--- src/rtl/adec_pkg.sv ---
package adec_pkg;

  typedef enum logic [1:0] {
    CLS_UCMD   = 2'b00,
    CLS_LISTEN = 2'b01,
    CLS_TALK   = 2'b10,
    CLS_RSVD   = 2'b11
  } byte_cls_e;

  typedef struct packed {
    logic listen_own;
    logic listen_clr;
    logic talk_own;
    logic talk_clr;
    logic ucmd;
  } dec_hits_t;

endpackage

--- src/rtl/adec_classify.sv ---
module adec_classify
  import adec_pkg::*;
#(
  parameter int ADDR_W = 5
) (
  input  logic              take,
  input  logic [ADDR_W+1:0] fields,
  input  logic [ADDR_W-1:0] my_addr,
  output dec_hits_t         hits
);
  localparam logic [ADDR_W-1:0] RESERVED_VAL = {ADDR_W{1'b1}};

  byte_cls_e         cls;
  logic [ADDR_W-1:0] val;
  logic              is_rsv;
  logic              is_own;

  always_comb begin
    cls    = byte_cls_e'(fields[ADDR_W+1:ADDR_W]);
    val    = fields[ADDR_W-1:0];
    is_rsv = (val == RESERVED_VAL);
    is_own = (val == my_addr) && !is_rsv;
    hits   = '0;
    if (take) begin
      unique case (cls)
        CLS_UCMD:   hits.ucmd = 1'b1;
        CLS_LISTEN: begin
          hits.listen_clr = is_rsv;
          hits.listen_own = is_own;
        end
        CLS_TALK: begin
          hits.talk_own = is_own;
          hits.talk_clr = !is_own;
        end
        default: ;
      endcase
    end
  end
endmodule

--- src/rtl/adec_roles.sv ---
module adec_roles
  import adec_pkg::*;
(
  input  logic      clk,
  input  logic      rst_n,
  input  logic      abort_n,
  input  dec_hits_t hits,
  output logic      listen,
  output logic      talk
);
  always_ff @(posedge clk or negedge rst_n) begin
    if (!rst_n) begin
      listen <= 1'b0;
      talk   <= 1'b0;
    end else if (!abort_n) begin
      listen <= 1'b0;
      talk   <= 1'b0;
    end else begin
      if (hits.listen_own)      listen <= 1'b1;
      else if (hits.listen_clr) listen <= 1'b0;
      if (hits.talk_own)        talk   <= 1'b1;
      else if (hits.talk_clr)   talk   <= 1'b0;
    end
  end
endmodule

--- src/rtl/adec_ucmd.sv ---
module adec_ucmd #(
  parameter int ADDR_W = 5
) (
  input  logic              clk,
  input  logic              rst_n,
  input  logic              abort_n,
  input  logic              fire,
  input  logic [ADDR_W-1:0] code_in,
  output logic              ucmd_valid,
  output logic [ADDR_W-1:0] ucmd_code
);
  always_ff @(posedge clk or negedge rst_n) begin
    if (!rst_n) begin
      ucmd_valid <= 1'b0;
      ucmd_code  <= '0;
    end else begin
      ucmd_valid <= fire && abort_n;
      if (fire && abort_n) ucmd_code <= code_in;
    end
  end
endmodule

--- src/rtl/bus_role_decoder.sv ---
module bus_role_decoder
  import adec_pkg::*;
#(
  parameter int ADDR_W = 5,
  localparam int BYTE_W = ADDR_W + 3
) (
  input  logic              clk,
  input  logic              rst_n,
  input  logic              rx_valid,
  input  logic [BYTE_W-1:0] rx_byte,
  input  logic              addr_mode_n,
  input  logic              abort_n,
  input  logic [ADDR_W-1:0] my_addr,
  output logic              listen,
  output logic              talk,
  output logic              ucmd_valid,
  output logic [ADDR_W-1:0] ucmd_code
);
  dec_hits_t hits;
  logic      take;
  logic      unused_msb;

  assign take       = rx_valid && !addr_mode_n;
  assign unused_msb = rx_byte[BYTE_W-1];

  adec_classify #(.ADDR_W(ADDR_W)) u_cls (
    .take    (take),
    .fields  (rx_byte[BYTE_W-2:0]),
    .my_addr (my_addr),
    .hits    (hits)
  );

  adec_roles u_roles (
    .clk     (clk),
    .rst_n   (rst_n),
    .abort_n (abort_n),
    .hits    (hits),
    .listen  (listen),
    .talk    (talk)
  );

  adec_ucmd #(.ADDR_W(ADDR_W)) u_ucmd (
    .clk        (clk),
    .rst_n      (rst_n),
    .abort_n    (abort_n),
    .fire       (hits.ucmd),
    .code_in    (rx_byte[ADDR_W-1:0]),
    .ucmd_valid (ucmd_valid),
    .ucmd_code  (ucmd_code)
  );
endmodule

--- config.mk ---
export PLATFORM = sky130hd
export DESIGN_NAME = bus_role_decoder
export DESIGN_NICKNAME = d
export VERILOG_FILES = /design/src/rtl/adec_pkg.sv /design/src/rtl/adec_classify.sv /design/src/rtl/adec_roles.sv /design/src/rtl/adec_ucmd.sv /design/src/rtl/bus_role_decoder.sv
export SDC_FILE = /design/constraint.sdc
export NUM_CORES = 1
export LEC_CHECK = 0
export BUFFER_PORTS_ARGS = -buffer_cell sky130_fd_sc_hd__buf_2
export CAP_MARGIN = 15
export CORE_AREA = 3 3 40 42
export DETAILED_ROUTE_END_ITERATION = 10
export DIE_AREA = 0 0 43 45
export PLACE_DENSITY_LB_ADDON = 0.05
export SLEW_MARGIN = 20
export SYNTH_ARGS = -nofsm -noshare
export SYNTH_HDL_FRONTEND = slang
export SYNTH_SLANG_ARGS = --single-unit
--- constraint.sdc ---
create_clock -name clk -period 2 [get_ports clk]
set_input_delay 0.2 -clock clk [delete_from_list [all_inputs] [get_ports clk]]
set_output_delay 0.2 -clock clk [all_outputs]
set_load 0.03 [all_outputs]
; ---- Word level (Yosys, flattened, before mapping)
; Index checks and enable logic that the tools add are counted.
[totals]
regBits = 8
latch_bits = 0
mem_bits_rw = 0
mem_bits_ro = 0
input_bits = 18
out_inout_bits = 8
wordCells = 27
memories = 0
[classes]
addsub = 0
n_mul = 0
n_div = 0
n_lt_le_gt_ge = 0
n_eq_ne = 6
shifts = 0
mux = 10
bitwise_logic = 0
reduce_logical = 7
[op_table]
columns = operator, n
row1 = 2-to-1 mux 1 bit, 7
row2 = "!= test 3 x 1 -> 1 bit, second input constant", 2
row3 = equality test 5 bit, 1
row4 = "equality test 5 bit, second input constant", 1
row5 = 2-to-1 mux 5 bit, 1
row6 = 2-to-1 mux 2 bit, 2
row7 = logical AND 1 bit, 3
row8 = zero test 1 bit, 3
row9 = "equality test 2 x 1 -> 1 bit, second input constant", 1
row10 = "equality test 2 bit, second input constant", 1
row11 = zero test 2 bit, 1

; ---- Longest topological paths before layout
; Gate-level depths: netlist (run 1).
[depth]
depth_word = 9
depth_mapped = 4
ltp_nobuf = 4

; ---- Cells and area by module
; Synthesis (run 1) repeated with hierarchy kept, for this count alone.
[unflattened]
cells_unflattened = 36
area_unflattened_um2 = 465.4
[modules_own_cells]
columns = mod, instances, cells_per_inst, area_each_um2, seq_area_each_um2
row1 = adec_ucmd, 1, 13, 240.2, 150.1
row2 = adec_classify, 1, 16, 118.9, 0.0
row3 = adec_roles, 1, 6, 92.6, 50.0
row4 = bus_role_decoder, 1, 1, 13.8, 0.0

; ---- Worst setup path after synthesis (run 1)
; No wires, ideal clock.
[synth_path]
path_kind = input -> register
from = input addr_mode_n
to = register u_ucmd.ucmd_code[0]
setup_ns = 0.125
arrival_time_ns = 0.878
t_required_ns = 1.875
setup_slack_ns = 0.997
stages = 4
path_buffers = 0
cell_sequence = nand2b_4 -> nor3_4 -> nand2_4 -> mux2_4
[synth_between]
elab_chain_len = 4
[synth_lines]
columns = element, line
row1 = start: declaration, bus_role_decoder.sv:11  ; input logic addr_mode_n,
row2 = zero test 1 bit, bus_role_decoder.sv:23  ; assign take = rx_valid && !addr_mode_n;
row3 = logical AND 1 bit, bus_role_decoder.sv:23
row4 = 2-to-1 mux 5 bit, adec_classify.sv:24  ; if (take) begin
row5 = logical AND 1 bit, adec_ucmd.sv:18  ; if (fire && abort_n) ucmd_code <= code_in;
row6 = end signal: assignment, adec_ucmd.sv:18
row7 = end: declaration, adec_ucmd.sv:10  ; output logic [ADDR_W-1:0] ucmd_code
; Every way passes these cells.
; A chain may end at the register's enable or synchronous reset.

; ---- Worst setup path in the final report (run 1)
[layout_path]
from = register u_ucmd.ucmd_code[4]
to = output ucmd_code[4]
[layout_lines]
columns = element, line
row1 = end: declaration, bus_role_decoder.sv:17  ; output logic [ADDR_W-1:0] ucmd_code
; No word-level cell between the ends.

==> reports/metrics.csv, run 1 <==
stage,metric,value,unit
placed_design,placed inst area,578.1,µm²
grt,largest net degree at the start of global routing,9,
power_and_ir_drop,P per Cell Area,778.8,nW/µm²
clock_tree,H-tree levels,1,
detailed_routing,Pre-antenna DRT Iters,2,
finish,Layout fillers,130,
finish,share of layout cells above drive strength 1,0.5556,
worst_hold_path,WHS Endpoint,u_ucmd.ucmd_code[4]$_DFFE_PN0P_,
clock_tree,CTS root buf,clkbuf_4,
worst_hold_path,Tightest Hold Check Type,input pin to flop,
logic_synthesis,Synth cell types,15,
placed_design,RD Place Congestion,0.6287,
power_and_ir_drop,total power,475.5,µW
clock_tree,Skew-Pair Late Insertion Delay,0.25,ns
setup_path,Critical Path End Type,primary output,
detailed_routing,via count,347,
setup_path,Crit Reg-Reg Endpoint,u_ucmd.ucmd_code[2]$_DFFE_PN0P_,
logic_synthesis,Mapped Avg Cell Area,12.55,µm²
sta,final hold vios,0,
grt,first-pass GRT wire length,1580,µm
floorplan,die width,43,µm
logic_synthesis,top-count cell post-synth,dfrtp_1,
setup_path,Crit Path Category,flop to primary output,
sta,final setup TNS,0,ns
placed_design,input/output buffers,24,
grt,total track usage,0.1151,
grt,antenna violations before repair,0,
floorplan,DIE AREA,1935,µm²
logic_synthesis,share of the synthesized area in the top cell type,0.4558,
detailed_routing,drt drc,0,
sta,worst slew pin tran,0.2561,ns
setup_path,CP Max Fanout,2,
setup_path,crit path DAT,0.81,ns
finish,nets,83,
setup_path,CP max stage delay,0.38,ns
detailed_routing,Detail Route Antenna Nets,0,
logic_synthesis,net count after synthesis,53,
setup_path,Top delay family on crit path,flip-flops,
setup_path,FF-to-FF path depth,1,
logic_synthesis,Synth warnings,0,
logic_synthesis,sequential share of the synthesized area,0.4558,
logic_synthesis,Synth top cells by count,"dfrtp_1 (8), mux2_4 (5), nand3_1 (4), xor2_1 (3)",
grt,met2 usage,0.1377,
worst_hold_path,hold path startpoint,rx_byte[4],
clock_tree,total CTS buffers,3,
grt,busiest grt layer,met1,
sta,final setup violation count,0,
floorplan,row count,13,
logic_synthesis,number of synthesized flops with an enable pin,0,
detailed_routing,DRT iter0 DRCs,1,
setup_path,Startpoint Class,flop,
logic_synthesis,synthesized area,439.2,µm²
power_and_ir_drop,leakage,0.0003330,µW
finish,Layout Cells excl Fill,78,
logic_synthesis,Yosys reg bits,8,
grt,vias in the first global route,341,
job,count of max-cap constraint violations,0,
floorplan,Initial Utilization,0.3418,
worst_hold_path,WHS Path Cells,2,
sta,Max Freq,0.9917,GHz
finish,design area,610.6,µm²
placed_design,DP Cell Count,74,
logic_synthesis,largest area contributor in the netlist,dfrtp_1,
clock_tree,Clock transition at path regs,0.06,ns
detailed_routing,WL/cell,11.71,µm
grt,met1 Resource Use GR,0.1584,
logic_synthesis,gate count of the mapped netlist,35,
detailed_routing,Vias/cell,4.449,
clock_tree,post-CTS resize count,0,
floorplan,core area,1285,µm²
sta,Worst Clk Skew,0,ns
sta,Max Slew Vio Count,0,
clock_tree,clock buffer depth,2,
grt,met3 usage,0.04781,
floorplan,Die Height,45,µm
setup_path,CP required,1.80,ns
floorplan,Top Ports,26,
setup_path,Reg2Reg Setup Slack,1.25,ns
sta,"Period Utilization, post-route",0.5042,
finish,Synth-to-Final Area Change,39.03,%
finish,diode count,0,
placed_design,DPL Wire Length,729.3,µm
logic_synthesis,Post-synth top flop,dfrtp_1,
detailed_routing,final wirelength,913,µm
setup_path,CP bufs+invs,1,
run_status,status,finished clean,
setup_path,Reg-to-Reg Start,u_ucmd.ucmd_code[2]$_DFFE_PN0P_,
clock_tree,clk sinks,8,
setup_path,crit path max-delay cell type,dfrtp_1,
setup_path,CP Cell Sequence,buf_2,
sta,min cycle time layout,1.008,ns
sta,RSZ-0062 raised after global routing,no,
clock_tree,CTS tree,built,
logic_synthesis,largest cells by area after synthesis,"dfrtp_1 (46%), mux2_4 (17%), xor2_1 (6.0%), nand3_1 (4.6%), xnor2_1 (4.0%)",
grt,remaining global-route overflow,0,
sta,relative slew slack,0.8269,
power_and_ir_drop,VDD IR-drop max,0.0003915,V
logic_synthesis,Async SR Flop Fraction,1.000,
==> metrics by stage <==
stage / util / setup WS, ns / hold slack (ns)
6_report: 0.4752 / 0.9917 / 0.2138
5_1_grt: 0.4752 / 0.9423 / 0.2110
4_1_cts: 0.4752 / 0.9781 / 0.2060
3_5_place_dp: 0.4499 / 0.8349 / 0.05378
3_3_place_gp: 0.4499 / 0.8542 / 0.05616
2_1_floorplan: - / 0.9974 / -0.09559
==> how the worst max path moves through the flow <==
stage | endpoint | slack (ns) | from | depth (start not counted)
floorplan | u_ucmd.ucmd_code[0]$_DFFE_PN0P_ | 1.0 | addr_mode_n | 4
global placement | u_ucmd.ucmd_code[0]$_DFFE_PN0P_ | 0.85 | addr_mode_n | 5
detailed placement | u_ucmd.ucmd_code[2]$_DFFE_PN0P_ | 0.83 | addr_mode_n | 5
CTS | ucmd_code[4] | 0.98 | u_ucmd.ucmd_code[4]$_DFFE_PN0P_ | 1
global route | ucmd_code[4] | 0.94 | u_ucmd.ucmd_code[4]$_DFFE_PN0P_ | 1
finish | ucmd_code[4] | 0.99 | u_ucmd.ucmd_code[4]$_DFFE_PN0P_ | 1
==> final cells by class <==
| class | instances | area [µm²] | share of cell area |
|---|---|---|---|
| Clock buffer | 3 | 22.52 | 0.03689 |
| Timing Repair Buffer | 25 | 130.1 | 0.2131 |
| Sequential cell | 8 | 200.2 | 0.3279 |
| Multi-Input combinational cell | 26 | 235.2 | 0.3852 |
| Inverter | 1 | 3.754 | 0.006148 |
| Tap cell | 15 | 18.77 | 0.03074 |
==> state kept, by name, indices dropped and copies added (netlist names) <==
register and count:
u_roles.listen 1, u_roles.talk 1, u_ucmd.ucmd_code 5, u_ucmd.ucmd_valid 1
==> routing by layer <==
metal,part of all wire,up-vias
li1,-,182
met1,0.46,145
met2,0.40,18
met3,0.12,2
met4,0.014,0
met5,0,-
==> layout by cell type, fill, tap and decap left out <==
cell           instances
and3_1                 1
buf_2                 24
clkbuf_4               3
dfrtp_1                8
dlygate4sd3_1          1
inv_1                  1
mux2_4                 5
nand2_1                2
nand2_4                1
nand2b_4               1
nand3_1                4
nor3_1                 1
nor3_4                 1
nor3b_1                2
nor4b_1                1
o22ai_1                2
xnor2_1                2
xor2_1                 3
==> logic make-up (layout without fill, tap and decap cells) <==
group	Yosys count	after routing	share of synthesized area
AND/OR/NAND/NOR	14	14	0.2365
multiplexers	5	5	0.1709
flip-flops	8	8	0.4558
buffers and inverters	1	29	0.008539
AO/OA/AOI/OAI	2	2	0.02849
XOR/XNOR	5	5	0.09973
==> power breakdown <==
| part | switching, µW | total [µW] | leakage (µW) | internal (µW) |
|---|---|---|---|---|
| registers | 13.1 | 199 | 0.000103 | 186 |
| logic | 85.8 | 155 | 0.000216 | 69.5 |
| clock network | 52.4 | 121 | 0.0000138 | 68.5 |
| total | 151 | 476 | 0.000333 | 324 |
==> timing repair <==
action	CTS	global route
endpoints found under the setup margin	0	0
hold buffers	1	0
setup buffers	0	0
hold endpoints to repair	8	0
No activity file was read; power rests on OpenSTA's default activity.
==> run 2, diff against run 1 <==
--- a/config.mk
+++ b/config.mk
@@ -5,6 +5,7 @@
 export SDC_FILE = /design/constraint.sdc
 export NUM_CORES = 1
 export LEC_CHECK = 0
+export ABC_AREA = 1
 export BUFFER_PORTS_ARGS = -buffer_cell sky130_fd_sc_hd__buf_2
 export CAP_MARGIN = 15
 export CORE_AREA = 3 3 40 42
==> constraint.sdc (replaced) <==
create_clock -name clk -period 1 [get_ports clk]
set_input_delay 0.1 -clock clk [delete_from_list [all_inputs] [get_ports clk]]
set_output_delay 0.1 -clock clk [all_outputs]
set_load 0.03 [all_outputs]
==> run 2 against run 1 <==
Routed wire length grew 4.2%. Synthesized cell count grew 94%. Worst setup slack lost 0.89 ns. Area after synthesis grew 2.8%. Die area is the same. First-iteration DRC count grew to 9.0 times the previous value. Non-clock buffer count grew 1. Design area grew 2.5%.
==> reports/metrics.csv, run 2 <==
stage,metric,value,unit,change
setup_path,CP Cell Sequence,buf_2,,
sta,"Period Utilization, post-route",0.8974,,
finish,multi-input logic area,182.7,µm²,-22%
sta,final setup violation count,0,,unchanged
logic_synthesis,Post-synth top flop,dfrtp_1,,
logic_synthesis,synthesized area,451.7,µm²,+2.8%
floorplan,die width,43,µm,unchanged
grt,remaining global-route overflow,0,,unchanged
setup_path,Crit Reg-Reg Endpoint,u_roles.talk$_DFFE_PN0P_,,
logic_synthesis,share of the synthesized area in the top cell type,0.4432,,-0.01263
floorplan,DIE AREA,1935,µm²,unchanged
worst_hold_path,WHS Path Cells,3,,+1
grt,antenna violations before repair,0,,unchanged
finish,highest-count cells in the layout ignoring fill and taps,"nand2_1 (24), buf_2 (24), inv_1 (10), dfrtp_1 (8), inv_2 (7)",,
setup_path,Crit Path Category,flop to primary output,,
finish,Layout fillers,149,,+15%
finish,share of layout cells above drive strength 1,0.3854,,-0.1701
sta,relative slew slack,0.8176,,-0.009282
finish,Synth-to-Final Area Change,38.50,%,
setup_path,Reg-to-Reg Start,u_roles.talk$_DFFE_PN0P_,,
sta,min cycle time layout,0.8974,ns,
detailed_routing,DRT iter0 DRCs,9,,+8
floorplan,Top Ports,26,,unchanged
floorplan,Die Height,45,µm,unchanged
logic_synthesis,number of synthesized flops with an enable pin,0,,unchanged
grt,vias in the first global route,445,,+30%
logic_synthesis,Synth top cells by count,"nand2_1 (24), inv_1 (10), dfrtp_1 (8), inv_2 (7), o21ai_1 (5)",,
finish,Largest register FFs,5,,unchanged
power_and_ir_drop,VDD IR-drop max,0.0004327,V,+11%
worst_hold_path,hold path startpoint,abort_n,,
logic_synthesis,Mapped Avg Cell Area,6.642,µm²,-47%
logic_synthesis,gate count of the mapped netlist,68,,+94%
clock_tree,CTS root buf,clkbuf_4,,
setup_path,CP bufs+invs,1,,unchanged
detailed_routing,final wirelength,951,µm,+4.2%
clock_tree,CTS tree,built,,
setup_path,Reg2Reg Setup Slack,0.30,ns,-0.95 ns
finish,nets,116,,+40%
logic_synthesis,Async SR Flop Fraction,1.000,,unchanged
power_and_ir_drop,P per Cell Area,1425,nW/µm²,+83%
run_status,status,finished clean,,
detailed_routing,Pre-antenna DRT Iters,3,,+1
power_and_ir_drop,leakage,0.0004068,µW,+22%
clock_tree,H-tree levels,1,,unchanged
clock_tree,clk sinks,8,,unchanged
worst_hold_path,WHS Endpoint,u_roles.listen$_DFFE_PN0P_,,
logic_synthesis,sequential share of the synthesized area,0.4432,,-0.01263
setup_path,Critical Path End Type,primary output,,
logic_synthesis,Synth cell types,13,,-2
finish,diode count,0,,unchanged
logic_synthesis,largest area contributor in the netlist,dfrtp_1,,
detailed_routing,via count,474,,+37%
job,count of max-cap constraint violations,0,,unchanged
grt,total track usage,0.1200,,+0.004840
sta,worst slew pin tran,0.2715,ns,+0.01544 ns
sta,Max Slew Vio Count,0,,unchanged
sta,Max Freq,1.114,GHz,
floorplan,core area,1285,µm²,unchanged
logic_synthesis,Synth warnings,0,,unchanged
clock_tree,Clock transition at path regs,0.05,ns,about the same
setup_path,CP required,0.90,ns,-0.90 ns
setup_path,FF-to-FF path depth,2,,+1
placed_design,input/output buffers,24,,unchanged
setup_path,Top delay family on crit path,flip-flops,,
grt,largest net degree at the start of global routing,12,,+3
worst_hold_path,Tightest Hold Check Type,input pin to flop,,
finish,final core utilization,0.4869,,+0.01169
finish,Top reg by flops,u_ucmd.ucmd_code,,
grt,first-pass GRT wire length,1745,µm,+10%
setup_path,CP Max Fanout,2,,unchanged
placed_design,RD Place Congestion,0.7027,,+12%
setup_path,Startpoint Class,flop,,
sta,Worst Clk Skew,0,ns,unchanged
detailed_routing,Detail Route Antenna Nets,0,,unchanged
logic_synthesis,net count after synthesis,86,,+62%
logic_synthesis,top-count cell post-synth,nand2_1,,
logic_synthesis,Yosys reg bits,8,,unchanged
setup_path,crit path DAT,0.80,ns,about the same
setup_path,crit path max-delay cell type,dfrtp_1,,
sta,final setup TNS,0,ns,unchanged
detailed_routing,drt drc,0,,unchanged
setup_path,CP max stage delay,0.38,ns,about the same
sta,RSZ-0062 raised after global routing,no,,
floorplan,row count,13,,unchanged
clock_tree,Skew-Pair Late Insertion Delay,0.24,ns,about the same
clock_tree,total CTS buffers,3,,unchanged
clock_tree,clock buffer depth,2,,unchanged
logic_synthesis,largest cells by area after synthesis,"dfrtp_1 (44%), nand2_1 (20%), inv_1 (8.3%), inv_2 (5.8%), o21ai_1 (5.5%)",,
clock_tree,post-CTS resize count,0,,unchanged
sta,final hold vios,0,,unchanged
finish,Register Area,200.2,µm²,unchanged
detailed_routing,WL/cell,8.568,µm,-27%
floorplan,Initial Utilization,0.3515,,+0.009737
detailed_routing,Vias/cell,4.270,,-4.0%
## run 2: cell families (layout without fill, tap and decap cells)
| family | Yosys count | after routing | synth area share |
|---|---|---|---|
| compound gates | 8 | 8 | 0.08862 |
| flops | 8 | 8 | 0.4432 |
| simple gates | 34 | 34 | 0.3158 |
| buf+inv | 18 | 46 | 0.1524 |
## run 2: repair_timing
item / 4_1_cts / 5_1_grt
hold buffers: 1 / 0
endpoints found under the hold margin: 8 / 0
setup buffers: 0 / 0
## run 2: area by class of cell
class,instances,area share
Clock buffer,3,0.03600
Inverter,17,0.1020
Multi-Input combinational cell,42,0.2920
Sequential cell,8,0.3200
Tap cell,15,0.03000
Timing Repair Buffer,26,0.2200
## run 2: per-stage QoR
step,area (µm²),setup WS [ns],std cells,total power (µW),hold slack (ns)
after global routing,625.6,0.05728,111,974.1,0.1029
after detailed placement,593.1,0.09433,107,669.7,-0.04747
final,625.6,0.1026,111,891.5,0.09610
after CTS,625.6,0.08825,111,911.4,0.08443
after global placement,593.1,0.1490,107,666.1,-0.05090
after floorplan,451.7,0.1779,68,563.7,-0.1956
## run 2: how the worst max path moves through the flow
stage          slack, ns                    endpoint  cells after the start                            start
3_5_place_dp        0.09  u_roles.listen$_DFFE_PN0P_                      6                      addr_mode_n
4_1_cts             0.09                      listen                      1       u_roles.listen$_DFFE_PN0P_
2_1_floorplan       0.18    u_roles.talk$_DFFE_PN0P_                      2         u_roles.talk$_DFFE_PN0P_
5_1_grt             0.06                      listen                      1       u_roles.listen$_DFFE_PN0P_
6_report            0.10                ucmd_code[0]                      1  u_ucmd.ucmd_code[0]$_DFFE_PN0P_
3_3_place_gp        0.15  u_roles.listen$_DFFE_PN0P_                      6                      addr_mode_n
## run 2: metal layers
metal / wire length [µm] / global-route usage
met1: 482 / 0.1626
met2: 393 / 0.1856
met3: 58 / 0.01195
met4: 16 / 0.07229
met5: 0 / 0
## run 2: power breakdown
| part | leakage [µW] | internal [µW] | switching, µW |
|---|---|---|---|
| registers | 0.000105 | 368 | 20.1 |
| logic | 0.000288 | 94.6 | 181 |
| clock network | 0.0000138 | 136 | 92.3 |
==> run 3, diff against run 2 <==
--- a/config.mk
+++ b/config.mk
@@ -5,7 +5,6 @@
 export SDC_FILE = /design/constraint.sdc
 export NUM_CORES = 1
 export LEC_CHECK = 0
-export ABC_AREA = 1
 export BUFFER_PORTS_ARGS = -buffer_cell sky130_fd_sc_hd__buf_2
 export CAP_MARGIN = 15
 export CORE_AREA = 3 3 40 42
==> constraint.sdc (replaced) <==
create_clock -name clk -period 0.93 [get_ports clk]
set_input_delay 0.093 -clock clk [delete_from_list [all_inputs] [get_ports clk]]
set_output_delay 0.093 -clock clk [all_outputs]
set_load 0.03 [all_outputs]
==> run 3 against run 2 <==
Sequential share of layout area decreased by 1.9 points. Register-to-register slack got worse by 0.12 ns. Power increased by 18%. Sequential power increased by 10%. Design area increased by 6.4%. Cell count decreased by 23%. Largest power group unchanged.
==> reports/metrics.csv, run 3 (synthesized netlist as in run 1, its figures left out) <==
stage,metric,value,unit,change
grt,vias in the first global route,358,,-20%
grt,first-pass GRT wire length,1552,µm,-11%
power_and_ir_drop,leakage,0.0003663,µW,-9.9%
detailed_routing,via count,371,,-22%
clock_tree,Clock transition at path regs,0.06,ns,about the same
floorplan,DIE AREA,1935,µm²,unchanged
power_and_ir_drop,total power,1048,µW,+18%
finish,share of layout cells above drive strength 1,0.6000,,+0.2146
detailed_routing,Pre-antenna DRT Iters,1,,-2
floorplan,row count,13,,unchanged
sta,final setup violation count,0,,unchanged
clock_tree,H-tree levels,1,,unchanged
floorplan,Die Height,45,µm,unchanged
clock_tree,CTS root buf,clkbuf_4,,
placed_design,RD Place Congestion,0.6551,,-6.8%
placed_design,DP Cell Count,81,,-24%
detailed_routing,DRT iter0 DRCs,0,,-9
setup_path,crit path DAT,0.81,ns,about the same
finish,"commonest non-fill, non-tap cell in the layout",buf_2,,
clock_tree,CTS tree,built,,
setup_path,Crit Path Category,flop to primary output,,
floorplan,die width,43,µm,unchanged
setup_path,CP bufs+invs,1,,unchanged
finish,nets,90,,-22%
sta,min cycle time layout,0.9030,ns,
setup_path,CP required,0.84,ns,-0.06 ns
sta,relative slew slack,0.8184,,about the same
job,count of max-cap constraint violations,0,,unchanged
setup_path,Reg2Reg Setup Slack,0.18,ns,-0.12 ns
finish,Top reg by flops,u_ucmd.ucmd_code,,
finish,diode count,0,,unchanged
sta,worst slew pin tran,0.2719,ns,+0.0003371 ns
placed_design,input/output buffers,24,,unchanged
setup_path,Critical Path End Type,primary output,,
clock_tree,Skew-Pair Late Insertion Delay,0.24,ns,about the same
finish,Layout fillers,136,,-8.7%
setup_path,CP max stage delay,0.38,ns,about the same
worst_hold_path,Tightest Hold Check Type,input pin to flop,,
detailed_routing,final wirelength,931,µm,-2.1%
setup_path,Startpoint Class,flop,,
clock_tree,total CTS buffers,3,,unchanged
setup_path,CP Max Fanout,2,,unchanged
sta,Max Slew Vio Count,0,,unchanged
grt,total track usage,0.1083,,-0.01165
grt,largest net degree at the start of global routing,9,,-3
floorplan,Top Ports,26,,unchanged
detailed_routing,drt drc,0,,unchanged
floorplan,core area,1285,µm²,unchanged
sta,final hold vios,0,,unchanged
detailed_routing,WL/cell,10.95,µm,+28%
finish,Synth-to-Final Area Change,51.57,%,
clock_tree,clock buffer depth,2,,unchanged
setup_path,crit path max-delay cell type,dfrtp_1,,
run_status,status,finished clean,,
sta,Worst Clk Skew,0,ns,unchanged
power_and_ir_drop,P per Cell Area,1574,nW/µm²,+10%
finish,Largest register FFs,5,,unchanged
detailed_routing,Vias/cell,4.365,,+2.2%
sta,"Period Utilization, post-route",0.9710,,
grt,antenna violations before repair,0,,unchanged
power_and_ir_drop,VDD IR-drop max,0.0006902,V,+60%
finish,Layout Cells excl Fill,85,,-23%
sta,Max Freq,1.107,GHz,
setup_path,Top delay family on crit path,flip-flops,,
floorplan,Initial Utilization,0.3418,,-0.009737
setup_path,CP Cell Sequence,buf_2,,
detailed_routing,Detail Route Antenna Nets,0,,unchanged
sta,RSZ-0062 raised after global routing,no,,
finish,highest-count cells in the layout ignoring fill and taps,"buf_2 (23), buf_4 (8), dfrtp_1 (8), mux2_4 (5), nand3_1 (4)",,
grt,remaining global-route overflow,0,,unchanged
clock_tree,clk sinks,8,,unchanged
[run 3: final cells by class]
cell class / instances / area [µm²] / area share
tap: 15 / 18.77 / 0.02820
sequential: 8 / 200.2 / 0.3008
timing repair buffer: 32 / 185.2 / 0.2782
inverter: 1 / 3.754 / 0.005639
multi-input combinational: 26 / 235.2 / 0.3534
clock buffer: 3 / 22.52 / 0.03383
[run 3: per-layer routing]
metal	vias to the layer above	GRT usage	wire length, µm
li1	195	-	-
met1	156	0.1679	465
met2	18	0.1347	357
met3	2	0.03984	101
met4	0	0.03614	7
met5	-	0	0
[run 3: worst paths after layout]
kind | start | to | cells past startpoint
worst min-delay path | rx_byte[2] | u_ucmd.ucmd_code[2]$_DFFE_PN0P_ | 2
worst max register to register | u_ucmd.ucmd_code[2]$_DFFE_PN0P_ | u_ucmd.ucmd_code[2]$_DFFE_PN0P_ | 1
worst min register to register | u_ucmd.ucmd_code[1]$_DFFE_PN0P_ | u_ucmd.ucmd_code[1]$_DFFE_PN0P_ | 1
min in group asynchronous | rst_n | u_ucmd.ucmd_valid$_DFF_PN0_ | 2
worst max-delay path | u_ucmd.ucmd_code[2]$_DFFE_PN0P_ | ucmd_code[2] | 1
max in group asynchronous | rst_n | u_ucmd.ucmd_code[3]$_DFFE_PN0P_ | 2
[run 3: power by group]
part	internal [µW]	leakage, µW	switching [µW]
Clock	147	0.0000138	111
Sequential	400	0.000103	28.2
Combinational	172	0.000249	189
[run 3: per-stage QoR]
step / TNS (ns) / cell area [µm²] / hold WS [ns] / util / setup slack, ns
2_1_floorplan: 0 / 439.2 / -0.2026 / - / 0.03437
3_3_place_gp: -0.5364 / 630.6 / -0.05212 / 0.4908 / -0.09509
3_5_place_dp: -0.5768 / 630.6 / -0.05451 / 0.4908 / -0.1071
4_1_cts: 0 / 663.1 / 0.1214 / 0.5161 / 0.02401
5_1_grt: 0 / 665.6 / 0.1218 / 0.5180 / 0.0008523
6_report: 0 / 665.6 / 0.1256 / 0.5180 / 0.02697
[run 3: what timing repair did]
| item | in CTS | in global routing |
|---|---|---|
| hold endpoints to repair | 8 | 0 |
| hold buffers | 1 | 0 |
| gates resized for setup | 0 | 2 |
| buffers inserted | 0 | 0 |
| endpoints found under the setup margin | 0 | 1 |
